### config.mk
export PLATFORM = sky130hd
export DESIGN_NAME = lpm_wake_ctrl
export DESIGN_NICKNAME = d
export VERILOG_FILES = /design/src/rtl/lpm_pkg.sv /design/src/rtl/lpm_wake_qualify.sv /design/src/rtl/lpm_wake_arb.sv /design/src/rtl/lpm_clk_cfg.sv /design/src/rtl/lpm_wake_ctrl.sv
export SDC_FILE = /design/constraint.sdc
export NUM_CORES = 1
export LEC_CHECK = 0
export BUFFER_PORTS_ARGS = -buffer_cell sky130_fd_sc_hd__buf_2
export CORE_AREA = 2 2 109 111
export CTS_CLUSTER_DIAMETER = 120
export DETAILED_ROUTE_END_ITERATION = 8
export DIE_AREA = 0 0 111 113
export PLACE_DENSITY = 0.7
export SYNTH_ARGS = -nofsm -noshare
export SYNTH_HDL_FRONTEND = slang
export SYNTH_SLANG_ARGS = --single-unit
### constraint.sdc
create_clock -name clk -period 24.4 [get_ports clk]
set_input_delay 1.22 -clock clk [delete_from_list [all_inputs] [get_ports clk]]
set_output_delay 1.22 -clock clk [all_outputs]
set_load 0.05 [all_outputs]
### src/rtl/lpm_pkg.sv
package lpm_pkg;
  localparam int NSRC      = 23;
  localparam int SRC_W     = $clog2(NSRC);
  localparam int N_UART_CH = 2;
  localparam int N_TMR     = 8;
  localparam int N_EXT     = 6;
  localparam int CFG_W     = 7;

  localparam int S_AD      = 2;
  localparam int UART_BASE = 3;
  localparam int S_SIO     = UART_BASE + 2 * N_UART_CH;
  localparam int S_DISP    = S_SIO + 1;
  localparam int TMR_BASE  = S_DISP + 1;
  localparam int EXT_BASE  = TMR_BASE + N_TMR;

  typedef enum logic [1:0] {
    MODE_RUN  = 2'd0,
    MODE_WAIT = 2'd1,
    MODE_STOP = 2'd2
  } mode_e;

  typedef enum logic [2:0] {
    K_DMA, K_AD, K_GATED, K_UART, K_TMR, K_EXT
  } kind_e;

  typedef struct packed {
    logic       main_drv;
    logic       sub_drv;
    logic       sel_sub;
    logic       div8;
    logic [1:0] div;
    logic       low_spd;
  } clk_cfg_t;

  localparam clk_cfg_t CFG_RESET = '{main_drv: 1'b1, sub_drv: 1'b1,
                                     sel_sub: 1'b0, div8: 1'b1,
                                     div: 2'b00, low_spd: 1'b0};

  function automatic kind_e src_kind(input int idx);
    if (idx < S_AD)                            return K_DMA;
    else if (idx == S_AD)                      return K_AD;
    else if (idx < S_SIO)                      return K_UART;
    else if (idx <= S_DISP)                    return K_GATED;
    else if (idx < EXT_BASE)                   return K_TMR;
    else                                       return K_EXT;
  endfunction
endpackage

### src/rtl/lpm_wake_qualify.sv
module lpm_wake_qualify
  import lpm_pkg::*;
#(
  parameter int PRIO_W = 3
) (
  input  mode_e                    mode,
  input  logic                     pclk_stop,
  input  logic [NSRC-1:0]          irq_req,
  input  logic [NSRC*PRIO_W-1:0]   irq_prio,
  input  logic [PRIO_W-1:0]        ipl,
  input  logic                     ien,
  input  logic [N_UART_CH-1:0]     uart_ext,
  input  logic [N_TMR-1:0]         tmr_event,
  input  logic                     ad_oneshot,
  output logic [NSRC-1:0]          elig
);
  logic lp_active;
  logic restricted;

  assign lp_active  = (mode != MODE_RUN);
  assign restricted = (mode == MODE_STOP) | pclk_stop;

  for (genvar g = 0; g < NSRC; g++) begin : g_src
    localparam kind_e K = src_kind(g);
    logic base_ok;
    logic allow;

    assign base_ok = irq_req[g] & ien & (irq_prio[g*PRIO_W +: PRIO_W] > ipl);

    if (K == K_DMA) begin : g_dma
      assign allow = 1'b0;
    end else if (K == K_AD) begin : g_ad
      assign allow = ~restricted & ad_oneshot;
    end else if (K == K_GATED) begin : g_gated
      assign allow = ~restricted;
    end else if (K == K_UART) begin : g_uart
      assign allow = ~restricted | uart_ext[(g - UART_BASE) / 2];
    end else if (K == K_TMR) begin : g_tmr
      assign allow = ~restricted | tmr_event[g - TMR_BASE];
    end else begin : g_ext
      assign allow = 1'b1;
    end

    assign elig[g] = base_ok & allow & lp_active;
  end
endmodule

### src/rtl/lpm_wake_arb.sv
module lpm_wake_arb
  import lpm_pkg::*;
#(
  parameter int PRIO_W = 3
) (
  input  logic [NSRC-1:0]        elig,
  input  logic [NSRC*PRIO_W-1:0] irq_prio,
  output logic                   any,
  output logic [SRC_W-1:0]       best
);
  logic [PRIO_W-1:0] best_p;

  always_comb begin
    any    = 1'b0;
    best   = '0;
    best_p = '0;
    for (int i = 0; i < NSRC; i++) begin
      if (elig[i] && (!any || irq_prio[i*PRIO_W +: PRIO_W] > best_p)) begin
        any    = 1'b1;
        best   = SRC_W'(i);
        best_p = irq_prio[i*PRIO_W +: PRIO_W];
      end
    end
  end
endmodule

### src/rtl/lpm_clk_cfg.sv
module lpm_clk_cfg
  import lpm_pkg::*;
(
  input  logic     clk,
  input  logic     rst_n,
  input  logic     wr_en,
  input  clk_cfg_t wdata,
  input  logic     stop_entry,
  input  logic     hold,
  output clk_cfg_t cfg_q
);
  always_ff @(posedge clk or negedge rst_n) begin
    if (!rst_n) begin
      cfg_q <= CFG_RESET;
    end else if (stop_entry) begin
      if (!cfg_q.sel_sub) cfg_q.div8 <= 1'b1;
    end else if (wr_en) begin
      cfg_q <= wdata;
    end
  end

  a_r7_main_forces_div8: assert property (@(posedge clk) disable iff (!rst_n)
    (stop_entry && !cfg_q.sel_sub) |=> (cfg_q.div8 && !cfg_q.sel_sub &&
      cfg_q.div == $past(cfg_q.div) && cfg_q.low_spd == $past(cfg_q.low_spd) &&
      cfg_q.main_drv == $past(cfg_q.main_drv) && cfg_q.sub_drv == $past(cfg_q.sub_drv)));

  a_r7_sub_keeps_cfg: assert property (@(posedge clk) disable iff (!rst_n)
    (stop_entry && cfg_q.sel_sub) |=> $stable(cfg_q));

  a_r6_frozen_in_lp: assert property (@(posedge clk) disable iff (!rst_n)
    hold |=> $stable(cfg_q));
endmodule

### src/rtl/lpm_wake_ctrl.sv
module lpm_wake_ctrl
  import lpm_pkg::*;
#(
  parameter int PRIO_W = 3
) (
  input  logic                   clk,
  input  logic                   rst_n,
  input  logic                   enter_wait,
  input  logic                   enter_stop,
  input  logic                   cfg_we,
  input  logic [CFG_W-1:0]       cfg_wdata,
  input  logic                   pclk_stop,
  input  logic [NSRC-1:0]        irq_req,
  input  logic [NSRC*PRIO_W-1:0] irq_prio,
  input  logic [PRIO_W-1:0]      ipl,
  input  logic                   ien,
  input  logic [N_UART_CH-1:0]   uart_ext,
  input  logic [N_TMR-1:0]       tmr_event,
  input  logic                   ad_oneshot,
  output logic [1:0]             mode,
  output logic [CFG_W-1:0]       clk_cfg,
  output logic                   wake_valid,
  output logic [SRC_W-1:0]       wake_src
);
  mode_e            mode_q;
  logic [NSRC-1:0]  elig;
  logic             wake_any;
  logic [SRC_W-1:0] wake_best;
  logic             in_run;
  logic             stop_entry;
  logic             cfg_wr;
  clk_cfg_t         cfg_q;

  assign in_run     = (mode_q == MODE_RUN);
  assign stop_entry = in_run & enter_stop;
  assign cfg_wr     = in_run & cfg_we & ~enter_stop & ~enter_wait;

  lpm_wake_qualify #(.PRIO_W(PRIO_W)) u_qual (
    .mode(mode_q), .pclk_stop(pclk_stop), .irq_req(irq_req), .irq_prio(irq_prio),
    .ipl(ipl), .ien(ien), .uart_ext(uart_ext), .tmr_event(tmr_event),
    .ad_oneshot(ad_oneshot), .elig(elig)
  );

  lpm_wake_arb #(.PRIO_W(PRIO_W)) u_arb (
    .elig(elig), .irq_prio(irq_prio), .any(wake_any), .best(wake_best)
  );

  lpm_clk_cfg u_cfg (
    .clk(clk), .rst_n(rst_n), .wr_en(cfg_wr), .wdata(clk_cfg_t'(cfg_wdata)),
    .stop_entry(stop_entry), .hold(~in_run), .cfg_q(cfg_q)
  );

  always_ff @(posedge clk or negedge rst_n) begin
    if (!rst_n) begin
      mode_q     <= MODE_RUN;
      wake_valid <= 1'b0;
      wake_src   <= '0;
    end else begin
      wake_valid <= 1'b0;
      if (in_run) begin
        if (enter_stop)      mode_q <= MODE_STOP;
        else if (enter_wait) mode_q <= MODE_WAIT;
      end else if (wake_any) begin
        mode_q     <= MODE_RUN;
        wake_valid <= 1'b1;
        wake_src   <= wake_best;
      end
    end
  end

  assign mode    = mode_q;
  assign clk_cfg = cfg_q;

  a_r2_legal_mode: assert property (@(posedge clk) disable iff (!rst_n)
    mode != 2'd3);

  a_r5_wake_leaves_lp: assert property (@(posedge clk) disable iff (!rst_n)
    wake_valid |-> (mode_q == MODE_RUN && $past(mode_q) != MODE_RUN));

  a_r5_no_wake_from_run: assert property (@(posedge clk) disable iff (!rst_n)
    in_run |=> !wake_valid);

  a_r4_needs_enable: assert property (@(posedge clk) disable iff (!rst_n)
    wake_valid |-> $past(ien));

  a_r11_src_requested: assert property (@(posedge clk) disable iff (!rst_n)
    wake_valid |-> ((($past(irq_req) >> wake_src) & NSRC'(1)) != '0));

  a_r8_no_dma_wake: assert property (@(posedge clk) disable iff (!rst_n)
    wake_valid |-> (wake_src > SRC_W'(1)));

  a_r9_stop_blocks_gated: assert property (@(posedge clk) disable iff (!rst_n)
    (wake_valid && $past(mode_q) == MODE_STOP) |->
      !(wake_src inside {SRC_W'(S_AD), SRC_W'(S_SIO), SRC_W'(S_DISP)}));
endmodule

* Word level (Yosys, flattened, before mapping)
Index checks and enable logic that the tools add are counted.
** Storage, ports and cells
- Flip-flop bits (word level) :: 15
- Latch bits :: 0
- Memory bits (writable) :: 0
- ROM bits :: 0
- Input port bits :: 120
- Output and inout port bits :: 15
- Word-level logic and storage cells :: 291
- Memories kept :: 0
** Cells by class
- $add $sub $neg :: 0
- Multiply operators :: 0
- Div/mod/pow operators :: 0
- Magnitude comparators :: 41
- Eq/ne operators :: 3
- Shifts and indexed selects :: 0
- Mux-type cells :: 71
- Bitwise operators :: 99
- Reductions and logical operators :: 68
** Operators by type and width (number)
- greater-than comparator 3 bit :: 41
- AND 1 bit :: 83
- 2-to-1 mux 3 bit :: 24
- 2-to-1 mux 4 bit :: 9
- 2-to-1 mux 5 bit :: 7
- 2-to-1 mux 1 bit :: 25
- logical AND 1 bit :: 20
- logical NOT 1 bit :: 20
- logical OR 1 bit :: 20
- 2-to-1 mux 2 bit :: 6
- bitwise OR 1 bit :: 11
- AND reduction 2 bit :: 4
- nonzero test 2 bit :: 3
- inverter 1 bit :: 5
- inequality test 3 bit (second input constant) :: 1
- equality test 2 bit (second input constant) :: 1
- logical NOT 2 bit :: 1
- inequality test 2 bit (second input constant) :: 1

* Logic depth before layout (Yosys ltp)
Gate-level depths: netlist (run 1).
- Word-level depth :: 89
- Mapped depth :: 171
- Gate-level depth less buffers :: 169

* By module
From an unflattened synthesis (run 1), not the netlist that was laid out.
** Second synthesis, totals
- Cell total of the unflattened synthesis :: 714
- Area, all modules :: 5540.3 um^2
** Modules (own cells, without submodules)
- lpm_wake_arb :: instances 1, cells an instance 459, area each 3233.1 um^2, seq. area each 0.0 um^2
- lpm_wake_qualify :: instances 1, cells an instance 215, area each 1652.8 um^2, seq. area each 0.0 um^2
- lpm_wake_ctrl :: instances 1, cells an instance 22, area each 344.1 um^2, seq. area each 200.2 um^2
- lpm_clk_cfg :: instances 1, cells an instance 18, area each 310.3 um^2, seq. area each 178.9 um^2

* Least setup slack after synthesis (run 1)
Ideal clock, no wire load.
- Kind :: in2reg
- Start :: input port ipl[2]
- End :: register wake_src[2]
- Library setup time :: 0.126 ns
- Arrival :: 27.924 ns
- Data required time :: 24.274 ns
- Path slack :: -3.650 ns
- Cell stages on the path :: 152
- Path buffers :: 2
- Cells stage by stage :: inv_1 -> ha_1 -> nand3_1 -> nand3_1 -> a211oi_4 -> buf_6 -> nand2_1 -> ha_1 -> nor2b_1 -> o21a_1 -> o21ai_0 -> a21oi_1 -> a22o_1 -> inv_1 -> ha_1 -> nor2b_1 -> o21a_1 -> o21ai_0 -> (+116 left out) -> maj3_2 -> a21boi_4 -> nand2_1 -> o21ai_1 -> ha_1 -> a21o_1 -> a21oi_1 -> a31oi_1 -> o21ai_1 -> or2b_4 -> o21ai_1 -> ha_1 -> a21o_1 -> a21oi_1 -> a31oi_1 -> nand2_1 -> o31ai_1 -> o32a_1
** On the way
- Word-level cells in the longest chain between the ends :: 86
- Elaborated cells on any way between the ends :: 219
- Classes of those cells :: order compare (41); mux (60); bitwise (57); reduce/logical (61)
** RTL lines
- from (decl) :: RTL line lpm_wake_ctrl.sv:15 : input logic [PRIO_W-1:0] ipl,
- greater-than comparator 3 bit :: RTL line lpm_wake_qualify.sv:28 : assign base_ok = irq_req[g] & ien & (irq_prio[g*PRIO_W +: PRIO_W] > ipl);
- AND 1 bit :: RTL line lpm_wake_qualify.sv:28
- AND 1 bit (2 in series) :: RTL line lpm_wake_qualify.sv:44 : assign elig[g] = base_ok & allow & lp_active;
- 2-to-1 mux 3 bit / 2-to-1 mux 1 bit (equally long branches) :: RTL line lpm_wake_arb.sv:18 : if (elig[i] && (!any || irq_prio[i*PRIO_W +: PRIO_W] > best_p)) begin
- greater-than comparator 3 bit / logical NOT 1 bit (equally long branches) :: RTL line lpm_wake_arb.sv:18
- logical OR 1 bit :: RTL line lpm_wake_arb.sv:18
- logical AND 1 bit :: RTL line lpm_wake_arb.sv:18
- 2-to-1 mux 3 bit / 2-to-1 mux 1 bit (equally long branches) :: RTL line lpm_wake_arb.sv:18
- (+69 left out)
- logical OR 1 bit :: RTL line lpm_wake_arb.sv:18
- logical AND 1 bit :: RTL line lpm_wake_arb.sv:18
- 2-to-1 mux 3 bit / 2-to-1 mux 1 bit (equally long branches) :: RTL line lpm_wake_arb.sv:18
- greater-than comparator 3 bit / logical NOT 1 bit (equally long branches) :: RTL line lpm_wake_arb.sv:18
- logical OR 1 bit :: RTL line lpm_wake_arb.sv:18
- logical AND 1 bit :: RTL line lpm_wake_arb.sv:18
- 2-to-1 mux 1 bit :: RTL line lpm_wake_arb.sv:18
- AND reduction 2 bit (no source line)
- to (signal assigned) :: RTL line lpm_wake_ctrl.sv:66 : wake_src <= wake_best;
- to (decl) :: RTL line lpm_wake_ctrl.sv:23 : output logic [SRC_W-1:0] wake_src
Parallel ways exist; a longest one is shown, timed or not.
A chain may end at the register's enable or synchronous reset.

* Worst setup path in the final report (run 1)
- Start :: input port ipl[1]
- End :: register wake_src[3]
The elaborated chain is that of the path after synthesis.

==> impl_results.md, run 1 <==
* Hold Vio Cnt, Final at 0
* Die width at 111 µm
* Die area at 12500 µm²
* Min-delay src: u_cfg.cfg_q[4]$_DFFE_PN0P_
* MaxCap Viol Count at 0
* Mapped Area at 4990 µm²
* CP Launch Type: input pin
* Fmax at 36.8 MHz
* Pleak at 4.06 nW
* Synth async-reset ratio at 1.00
* Largest net degree at the start of global routing at 21
* H-Tree Depth at 1
* Number of global-route vias before repair at 6498
* Critical Path Sink Type: register
* Clk Latency, worst-skew pair at 0.25 ns
* Crit-path most repeated cell: o21ai_2
* Synth Flop Type: dfrtp_1
* Outcome: finished with violations
* RSZ-0062 raised after global routing: true
* Failing checks: negative setup slack
* Share of cells above drive strength 1 at 0.528
* Post-synthesis register bit count at 15
* CTS tree: done
* Clock sink count at 15
* GR Overflow Total at 0
* Clk pin slew, worst setup/hold paths at 0.05 ns
* Skew final at 0.000945 ns
* Detailed-route DRC error count at 0
* Critical setup path kind: input pin to register
* Data arrival, critical path at 27.32 ns
* Cells after Synth at 657
* Clk buf depth at 2
* Initial antenna violation count at 0
* Synthesis-to-layout area growth at 66.8%
* Worst vdd ir at 0.0846 mV
* Relative slew slack at 0.393
* GPL Wtd Cong at 0.867
* Final Cycle Share at 1.11
* Port bufs at 126
* Hold Crit Depth at 1
* Tot Pwr at 0.610 mW
* Worst-margin pin slew at 0.903 ns
* Worst Hold Class: register to register
* Pwr/cell area at 73.2 nW/µm²
* CORE AREA at 11300 µm²
* Die Y-Extent at 113 µm
* Worst flop-to-flop path endpoint: wake_src[3]$_DFFE_PN0P_
* Via density at 5.80
* # setup viols final at 5
* Final #Nets at 1199
* Worst setup margin at -2.74 ns
* Sequential share of the synthesized area at 0.0760
* Slack of the worst reg-to-reg path at -1.86 ns
* WL final at 19200 µm
* Multi-input logic area at 5360 µm²
* CP max stage cell: a222oi_1
* Synth cell types at 83
* Final Max Slew Viols at 0
* Clock root buffer: clkbuf_16
* DRT iter0 DRCs at 328
* Net Count, Synth at 888
* Synth area leader: ha_1
* Reg area at 379 µm²
* Rows at 39
* Post-detailed-route wirelength per cell at 17.3 µm
* Synth top area cells: ha_1, dfrtp_1, inv_1, a21oi_1, nand3_1
* HPWL Detailed at 13700 µm
* Avg Cell Area, Syn at 7.60 µm²
* Yosys warnings at 0
* Worst-path fanout max at 8
* RR Startpoint: mode[0]$_DFFE_PN0P_
* Layout Cells excl Fill at 1110
* Initial Utilization at 0.443
* Worst Hold Path EP: u_cfg.cfg_q[3]$_DFFE_PN1P_
* Routed Antenna Nets at 0
* N_diodes at 0
* CTS Buf Count at 3
* Top-area cell type share of the netlist area at 0.278
* First-pass GRT wire length at 30000 µm
* Critical Path RT at 24.58 ns
* EDFF count, synth at 0
* GRT Util Overall at 0.284
* Dpl cells at 1040
* Filler instances at 791
* Io pins at 135
* R2r worst-path depth at 161
* Total vias in the final route at 6436
* TritonRoute pass-1 iters at 6
* Minimum clock period at 27.14 ns
* Largest stage delay on the critical path at 0.36 ns
## per-stage QoR
stage	TNS (ns)	cell area, µm²	setup WS [ns]	hold WS [ns]	util
after floorplan	-10.46	5300	-2.16	0.607	-
after global placement	-12.85	6970	-2.63	0.436	0.618
after detailed placement	-18.08	6970	-3.69	0.455	0.618
after CTS	-10.87	7790	-2.24	0.462	0.691
after global routing	-19.77	8330	-3.99	0.491	0.739
final	-13.53	8330	-2.74	0.462	0.739
## layout make-up
type | count | share of cell area
multi-input cells | 564 | 0.644
repair buffers | 312 | 0.246
inverters | 72 | 0.0337
flip-flops and latches | 15 | 0.0455
well taps | 143 | 0.0215
clock buffers | 4 | 0.00947
## cell usage in the layout, fill, tap and decap left out, types with 14 or more instances in the layout
cell type  synthesis  final
buf_4              0    182
nand3_1           39     34
ha_1             111     83
a21oi_2            0     15
nand2_1           45     35
inv_1             71     61
nor2_1            38     32
buf_2              2    125
nor2b_1           29     19
o21ai_0           34     14
o21ai_2            1     17
a21o_1            15     15
a21oi_1           42     18
o21a_1            20     20
ha_4               0     25
## metal layers
layer	vias to the layer above	GRT usage	part of all wire
li1	3102	-	-
met1	3074	0.355	0.43
met2	221	0.524	0.50
met3	39	0.0241	0.049
met4	0	0.0792	0.020
met5	-	0	0
## power breakdown
group | internal (mW) | switching (mW)
sequential | 0.0392 | 0.00711
combinational | 0.255 | 0.276
clock | 0.0221 | 0.00971
## sequential cells by signal, indices dropped and copies added (netlist names)
signal / flops
mode: 2
u_cfg.cfg_q: 7
wake_src: 5
wake_valid: 1
## cells in the mapped netlist (4+ instances only)
cell type  count
a21boi_0       7
a21o_1        15
a21oi_1       42
a22o_1         5
a31oi_1       13
a32oi_1        4
and2_1        11
and3_1         5
dfrtp_1       12
ha_1         111
inv_1         71
mux2_2        11
mux2i_1        4
nand2_1       45
nand2b_1       8
nand3_1       39
nor2_1        38
nor2b_1       29
nor3_1        10
o2111ai_1      5
o211ai_1       8
o21a_1        20
o21ai_0       34
o21ai_1        9
o221a_2        4
o221ai_1       4
o31ai_1        5
or2_2         11
or3_1          4
## cell families after synthesis
| group | Yosys count | synth area share |
|---|---|---|
| mux | 16 | 0.0351 |
| fa+ha+maj | 114 | 0.285 |
| simple gates | 217 | 0.230 |
| buf+inv | 78 | 0.0607 |
| flops | 15 | 0.0760 |
| compound gates | 217 | 0.314 |
## worst max path at each step
stage / start / end / slack [ns] / cells after the start
after floorplan: ipl[1] / wake_src[2]$_DFFE_PN0P_ / -2.16 / 154
after global placement: ipl[2] / wake_src[3]$_DFFE_PN0P_ / -2.63 / 155
after detailed placement: ipl[1] / wake_src[3]$_DFFE_PN0P_ / -3.69 / 156
after CTS: ipl[1] / wake_src[2]$_DFFE_PN0P_ / -2.24 / 154
after global routing: ipl[1] / wake_src[3]$_DFFE_PN0P_ / -3.99 / 162
final: ipl[1] / wake_src[3]$_DFFE_PN0P_ / -2.74 / 164
## critical path, delay by kind of cell
kind                     cells  cell delay, ns
adder cells (fa/ha/maj)     24            6.02
AO/OA/AOI/OAI               82           12.11
buffers and inverters       16            1.77
AND/OR/NAND/NOR             39            5.30
multiplexers                 3            0.85
## what timing repair did
action                                  CTS  global route
pin swaps                               118           104
hold buffers                              0             0
gates resized for setup                  77            72
buffers inserted                         42            25
endpoints found under the setup margin    5             5
Power figures use the tool's default switching activity.
==> inputs of run 2 (changes only) <==
- CELL_PAD_IN_SITES_DETAIL_PLACEMENT: not set -> 1
- CELL_PAD_IN_SITES_GLOBAL_PLACEMENT: not set -> 1
- CORE_AREA: 2 2 109 111 -> 2 2 121 123
- DIE_AREA: 0 0 111 113 -> 0 0 123 125
- PLACE_DENSITY: 0.7 -> 0.78
==> impl_results.md, run 2 (same netlist as run 1, synthesis figures left out) <==
* Dpl cells at 1080 (was 1040)
* H-Tree Depth at 1 (unchanged)
* HPWL Detailed at 17100 µm (was 13700 µm)
* Clk buf depth at 2 (unchanged)
* Switching share of power at 0.521 (was 0.481)
* Worst vdd ir at 0.0484 mV (was 0.0846 mV)
* Most used routing layer in global routing: met2 (unchanged)
* CORE AREA at 14200 µm² (was 11300 µm²)
* RSZ-0062 raised after global routing: true (unchanged)
* Detailed-route DRC error count at 0 (unchanged)
* Critical Path Sink Type: register (unchanged)
* Port bufs at 126 (unchanged)
* Register with the most flip-flops: u_cfg.cfg_q (unchanged)
* Rows at 44 (was 39)
* Fmax at 34.0 MHz (was 36.8 MHz)
* WL final at 30500 µm (was 19200 µm)
* GRT Util Overall at 0.314 (was 0.284)
* Worst-margin pin slew at 1.08 ns (was 0.903 ns)
* Met3 Usage GRT at 0.0347 (was 0.0241)
* Data arrival, critical path at 29.48 ns (was 27.32 ns)
* Grt met2 use at 0.585 (was 0.524)
* Clock sink count at 15 (unchanged)
* Met1 GRT Util at 0.346 (was 0.355)
* Critical setup path kind: input pin to register (unchanged)
* CTS tree: done (unchanged)
* Routed Antenna Nets at 0 (unchanged)
* First-pass GRT wire length at 38500 µm (was 30000 µm)
* Crit-path most repeated cell: ha_4 (was o21ai_2)
* Relative slew slack at 0.272 (was 0.393)
* Initial antenna violation count at 4 (was 0)
* Post-route cell area at 8650 µm² (was 8330 µm²)
* Die area at 15400 µm² (was 12500 µm²)
* Pwr/cell area at 80.9 nW/µm² (was 73.2 nW/µm²)
* Most common library cell in the layout ignoring fill and taps: buf_4 (unchanged)
* Failing checks: negative setup slack (unchanged)
* Clock root buffer: clkbuf_16 (unchanged)
* Hold Vio Cnt, Final at 0 (unchanged)
* Worst Hold Class: register to register (unchanged)
* Largest stage delay on the critical path at 0.41 ns (was 0.36 ns)
* Placed instance area at 7010 µm² (was 6970 µm²)
* Total vias in the final route at 7232 (was 6436)
* P_int at 0.335 mW (was 0.317 mW)
* Gate power share at 0.882 (was 0.872)
* GPL Wtd Cong at 0.936 (was 0.867)
* Minimum clock period at 29.40 ns (was 27.14 ns)
* Worst setup margin at -5.00 ns (was -2.74 ns)
* Die width at 123 µm (was 111 µm)
* # setup viols final at 5 (unchanged)
* Setup TNS at -24.62 ns (was -13.53 ns)
* Number of global-route vias before repair at 7619 (was 6498)
* Clk pin slew, worst setup/hold paths at 0.06 ns (was 0.05 ns)
* Largest net degree at the start of global routing at 21 (unchanged)
* Layout Cells excl Fill at 1161 (was 1110)
* Share of cells above drive strength 1 at 0.553 (was 0.528)
* Post-detailed-route wirelength per cell at 26.2 µm (was 17.3 µm)
* Critical Path RT at 24.48 ns (was 24.58 ns)
* DRT iter0 DRCs at 532 (was 328)
* Worst-path fanout max at 6 (was 8)
* Initial Utilization at 0.351 (was 0.443)
* Sw Pwr at 0.365 mW (was 0.293 mW)
* Place WS at -4.22 ns (was -3.69 ns)
* TritonRoute pass-1 iters at 6 (unchanged)
* Commonest cells after routing, fill and taps aside: buf_4, buf_2, ha_1 (unchanged)
* Sequential power share at 0.069 (was 0.076)
* GR Overflow Total at 0 (unchanged)
* Synthesis-to-layout area growth at 73.4% (was 66.8%)
* Skew final at 0.0107 ns (was 0.000945 ns)
* Io pins at 135 (unchanged)
* CTS Buf Count at 3 (unchanged)
* Die Y-Extent at 125 µm (was 113 µm)
* Buf/Inv on CP at 18 (was 16)
* Critical path's top delay family: compound AO/OA/AOI/OAI gates (unchanged)
* Clk pwr share at 0.049 (was 0.052)
* Outcome: finished with violations (unchanged)
* CP max stage cell: a222oi_1 (unchanged)
* Final Cycle Share at 1.20 (was 1.11)
* Hold_buf cts at 0 (unchanged)
* Final Max Slew Viols at 0 (unchanged)
* Final #Nets at 1205 (was 1199)
* Max FFs per register at 7 (unchanged)
* Final hold slack at 0.510 ns (was 0.462 ns)
* CP Launch Type: input pin (unchanged)
* Filler instances at 1691 (was 791)
* Pleak at 4.12 nW (was 4.06 nW)
* MaxCap Viol Count at 0 (unchanged)
* Via density at 6.23 (was 5.80)
* Clk Latency, worst-skew pair at 0.26 ns (was 0.25 ns)
## run 2: cell count changes in the layout (fill, tap and decap cells not counted), moves of 3 or more
cell	before	now
nor2_2	5	8
inv_1	61	58
ha_1	83	75
a31oi_4	3	6
diode_2	0	4
nor2_1	32	28
ha_4	25	31
inv_2	8	11
## run 2: final timing paths
check	end	slack, ns	depth (start not counted)	start
worst max register to register	wake_src[4]$_DFFE_PN0P_	-4.20	161	mode[0]$_DFFE_PN0P_
max in group asynchronous	u_cfg.cfg_q[3]$_DFFE_PN1P_	23.19	1	rst_n
worst min-delay path	u_cfg.cfg_q[2]$_DFFE_PN0P_	0.51	1	u_cfg.cfg_q[2]$_DFFE_PN0P_
worst max-delay path	wake_src[4]$_DFFE_PN0P_	-5.00	164	ipl[1]
worst min register to register	u_cfg.cfg_q[2]$_DFFE_PN0P_	0.51	1	u_cfg.cfg_q[2]$_DFFE_PN0P_
min in group asynchronous	wake_src[0]$_DFFE_PN0P_	0.88	1	rst_n
## run 2: timing repair
action,4_1_cts,5_1_grt
buffers inserted,46,29
pin swaps,104,113
hold endpoints to repair,0,0
gates cloned,0,0
gates resized for setup,85,97
endpoints found under the setup margin,5,5
## run 2: power groups by stage
| stage | registers, mW | logic (mW) | clock network (mW) |
|---|---|---|---|
| after floorplan | 0.0885 | 0.218 | 0 |
| after global placement | 0.0462 | 0.376 | 0 |
| after detailed placement | 0.0471 | 0.403 | 0 |
| after CTS | 0.0469 | 0.471 | 0.0323 |
| after global routing | 0.0494 | 0.642 | 0.0347 |
| final | 0.0483 | 0.617 | 0.0342 |
## run 2: area by class of cell
cell class / instances / area, µm² / area share
Clock inverter: 1 / 5.00 / 0.000578
Sequential cell: 15 / 379 / 0.0438
Antenna cell: 4 / 10.0 / 0.00116
Multi-Input combinational cell: 564 / 5550 / 0.642
Timing Repair Buffer: 318 / 2120 / 0.245
Tap cell: 184 / 230 / 0.0266
Clock buffer: 3 / 75.1 / 0.00868
Inverter: 72 / 280 / 0.0324
## run 2: metal layers
metal,routed length (µm),vias up
li1,-,3114
met1,10900,3531
met2,15500,405
met3,1760,182
met4,2350,0
met5,0,-
## run 2: worst register-to-register path, delay by kind of cell (launching register included)
family	cells	cell delay, ns
buffers and inverters	17	1.99
AO/OA/AOI/OAI	77	13.46
multiplexers	3	0.79
adder cells (fa/ha/maj)	23	5.98
flip-flops	1	0.35
AND/OR/NAND/NOR	41	5.80
## run 2: per-stage QoR
step           utilization  power [mW]
3_5_place_dp         0.494       0.450
6_report             0.609       0.700
4_1_cts              0.556       0.550
3_3_place_gp         0.494       0.422
2_1_floorplan            -       0.306
5_1_grt              0.609       0.727
==> inputs of run 3 (changes only) <==
- REMOVE_ABC_BUFFERS: not set -> 1
==> impl_results.md, run 3 (same netlist as run 1, synthesis figures left out) <==
* Outcome: finished with violations (unchanged)
* Failing checks: negative setup slack (unchanged)
* # setup viols final at 5 (unchanged)
* Gate power share at 0.869 (was 0.882)
* Layout Cells excl Fill at 1128 (was 1161)
* Fmax at 35.5 MHz (was 34.0 MHz)
* Die Y-Extent at 125 µm (unchanged)
* DRT iter0 DRCs at 310 (was 532)
* Critical setup path kind: input pin to register (unchanged)
* Commonest cells after routing, fill and taps aside: buf_4, buf_2, ha_1 (unchanged)
* Data arrival, critical path at 28.30 ns (was 29.48 ns)
* Post-detailed-route wirelength per cell at 21.0 µm (was 26.2 µm)
* Synthesis-to-layout area growth at 63.0% (was 73.4%)
* Clk buf depth at 2 (unchanged)
* Rows at 44 (unchanged)
* CTS Buf Count at 3 (unchanged)
* Worst Hold Class: register to register (unchanged)
* Via density at 5.75 (was 6.23)
* Crit-path most repeated cell: o21ai_2 (was ha_4)
* MaxCap Viol Count at 0 (unchanged)
* Clock sink count at 15 (unchanged)
* Final hold slack at 0.488 ns (was 0.510 ns)
* Worst vdd ir at 0.0387 mV (was 0.0484 mV)
* H-Tree Depth at 1 (unchanged)
* CORE AREA at 14200 µm² (unchanged)
* RSZ-0062 raised after global routing: true (unchanged)
* Die width at 123 µm (unchanged)
* Tot Pwr at 0.600 mW (was 0.700 mW)
* Worst setup margin at -3.77 ns (was -5.00 ns)
* Routed Antenna Nets at 0 (unchanged)
* CP startpoint: irq_prio[7] (was ipl[1])
* Worst-margin pin slew at 0.828 ns (was 1.08 ns)
* First-pass GRT wire length at 30500 µm (was 38500 µm)
* GR Overflow Total at 0 (unchanged)
* Hold Vio Cnt, Final at 0 (unchanged)
* Number of global-route vias before repair at 6362 (was 7619)
* Initial antenna violation count at 1 (was 4)
* Minimum clock period at 28.17 ns (was 29.40 ns)
* Pleak at 3.93 nW (was 4.12 nW)
* Critical Path Sink Type: register (unchanged)
* Final #Nets at 1175 (was 1205)
* Die area at 15400 µm² (unchanged)
* Io pins at 135 (unchanged)
* Worst-path fanout max at 7 (was 6)
* Switching share of power at 0.499 (was 0.521)
* Critical Path RT at 24.53 ns (was 24.48 ns)
* WL final at 23700 µm (was 30500 µm)
* CTS tree: done (unchanged)
* RR Startpoint: mode[0]$_DFFE_PN0P_ (unchanged)
* Total vias in the final route at 6491 (was 7232)
* Dpl cells at 1084 (was 1080)
* Largest stage delay on the critical path at 0.42 ns (was 0.41 ns)
* Filler instances at 1753 (was 1691)
* Slack of the worst reg-to-reg path at -3.00 ns (was -4.20 ns)
* Clock root buffer: clkbuf_16 (unchanged)
* Hold_buf cts at 0 (unchanged)
* CP max stage cell: a221o_1 (was a222oi_1)
* Detailed-route DRC error count at 0 (unchanged)
* Place WS at -5.20 ns (was -4.22 ns)
* Most common library cell in the layout ignoring fill and taps: buf_4 (unchanged)
* Register with the most flip-flops: u_cfg.cfg_q (unchanged)
* Largest net degree at the start of global routing at 21 (unchanged)
* Skew final at 0.00129 ns (was 0.0107 ns)
* GRT Util Overall at 0.242 (was 0.314)
* Final Max Slew Viols at 0 (unchanged)
* Initial Utilization at 0.351 (unchanged)
* Sw Pwr at 0.300 mW (was 0.365 mW)
* Clk pin slew, worst setup/hold paths at 0.05 ns (was 0.06 ns)
* CP Launch Type: input pin (unchanged)
* Pwr/cell area at 73.8 nW/µm² (was 80.9 nW/µm²)
* P_int at 0.301 mW (was 0.335 mW)
* Min-delay src: u_cfg.cfg_q[4]$_DFFE_PN0P_ (was u_cfg.cfg_q[2]$_DFFE_PN0P_)
* Final Cycle Share at 1.15 (was 1.20)
* Sequential power share at 0.078 (was 0.069)
* Relative slew slack at 0.444 (was 0.272)
* Max FFs per register at 7 (unchanged)
* Clk pwr share at 0.053 (was 0.049)
* Port bufs at 126 (unchanged)
* HPWL Detailed at 15200 µm (was 17100 µm)
* TritonRoute pass-1 iters at 4 (was 6)
* GPL Wtd Cong at 0.842 (was 0.936)
* Clk Latency, worst-skew pair at 0.24 ns (was 0.26 ns)
* Share of cells above drive strength 1 at 0.508 (was 0.553)
run 3: changes by cell type in the layout (fill, tap and decap cells not counted), moves of 3 or more:
cell     before  now
a31oi_1       6   10
a31oi_4       6    2
buf_4       184  157
diode_2       4    1
ha_1         75   81
ha_4         31   26
inv_1        58   62
nor2_1       28   32
nor2_2        8    3
o21ai_0      13   17
o21ai_4       4    1
run 3: layer usage:
metal	share of wire	vias to the layer above	global-route usage
met3	0.037	70	0.00912
met4	0.038	0	0.0455
met5	0	-	0
met1	0.40	3189	0.299
met2	0.53	189	0.460
li1	-	3043	-
run 3: worst paths after layout:
kind,to,cells past startpoint
max reg2reg,wake_src[2]$_DFFE_PN0P_,159
min in group asynchronous,u_cfg.cfg_q[2]$_DFFE_PN0P_,1
min,u_cfg.cfg_q[3]$_DFFE_PN1P_,1
max,wake_src[2]$_DFFE_PN0P_,161
min reg2reg,u_cfg.cfg_q[3]$_DFFE_PN1P_,1
max in group asynchronous,u_cfg.cfg_q[5]$_DFFE_PN1P_,1
run 3: cell type report:
cell class	instances	area (µm²)	area share
Multi-Input combinational cell	564	5290	0.650
Timing Repair Buffer	288	1880	0.231
Sequential cell	15	379	0.0466
Inverter	72	273	0.0335
Tap cell	184	230	0.0283
Clock buffer	4	78.8	0.00969
Antenna cell	1	2.50	0.000308
run 3: per-stage QoR:
stage / util / setup TNS (ns) / area (µm²)
finish: 0.573 / -18.55 / 8140
detailed placement: 0.475 / -25.75 / 6740
global route: 0.573 / -24.97 / 8140
CTS: 0.495 / -16.58 / 7030
floorplan: - / -18.71 / 4960
global placement: 0.475 / -20.19 / 6740
run 3: critical path: cells and delay by family:
family / cells / cell delay (ns)
AOI/OAI and AO/OA: 83 / 12.71
adders and majority gates: 24 / 6.53
and+or+nand+nor: 37 / 4.98
buffers and inverters: 15 / 2.09
muxes: 2 / 0.64
run 3: what timing repair did:
action / CTS / global route
hold endpoints to repair: 0 / 0
setup endpoints to repair: 5 / 5
setup buffers: 6 / 33
pin swaps: 14 / 125
gates resized for setup: 50 / 165
run 3: power by group through the flow:
| stage | sequential, mW | clock [mW] | combinational [mW] |
|---|---|---|---|
| 6_report | 0.0466 | 0.0319 | 0.522 |
| 5_1_grt | 0.0482 | 0.0331 | 0.557 |
| 4_1_cts | 0.0466 | 0.0319 | 0.397 |
| 3_5_place_dp | 0.0467 | 0 | 0.376 |
| 3_3_place_gp | 0.0456 | 0 | 0.363 |
| 2_1_floorplan | 0.0894 | 0 | 0.192 |
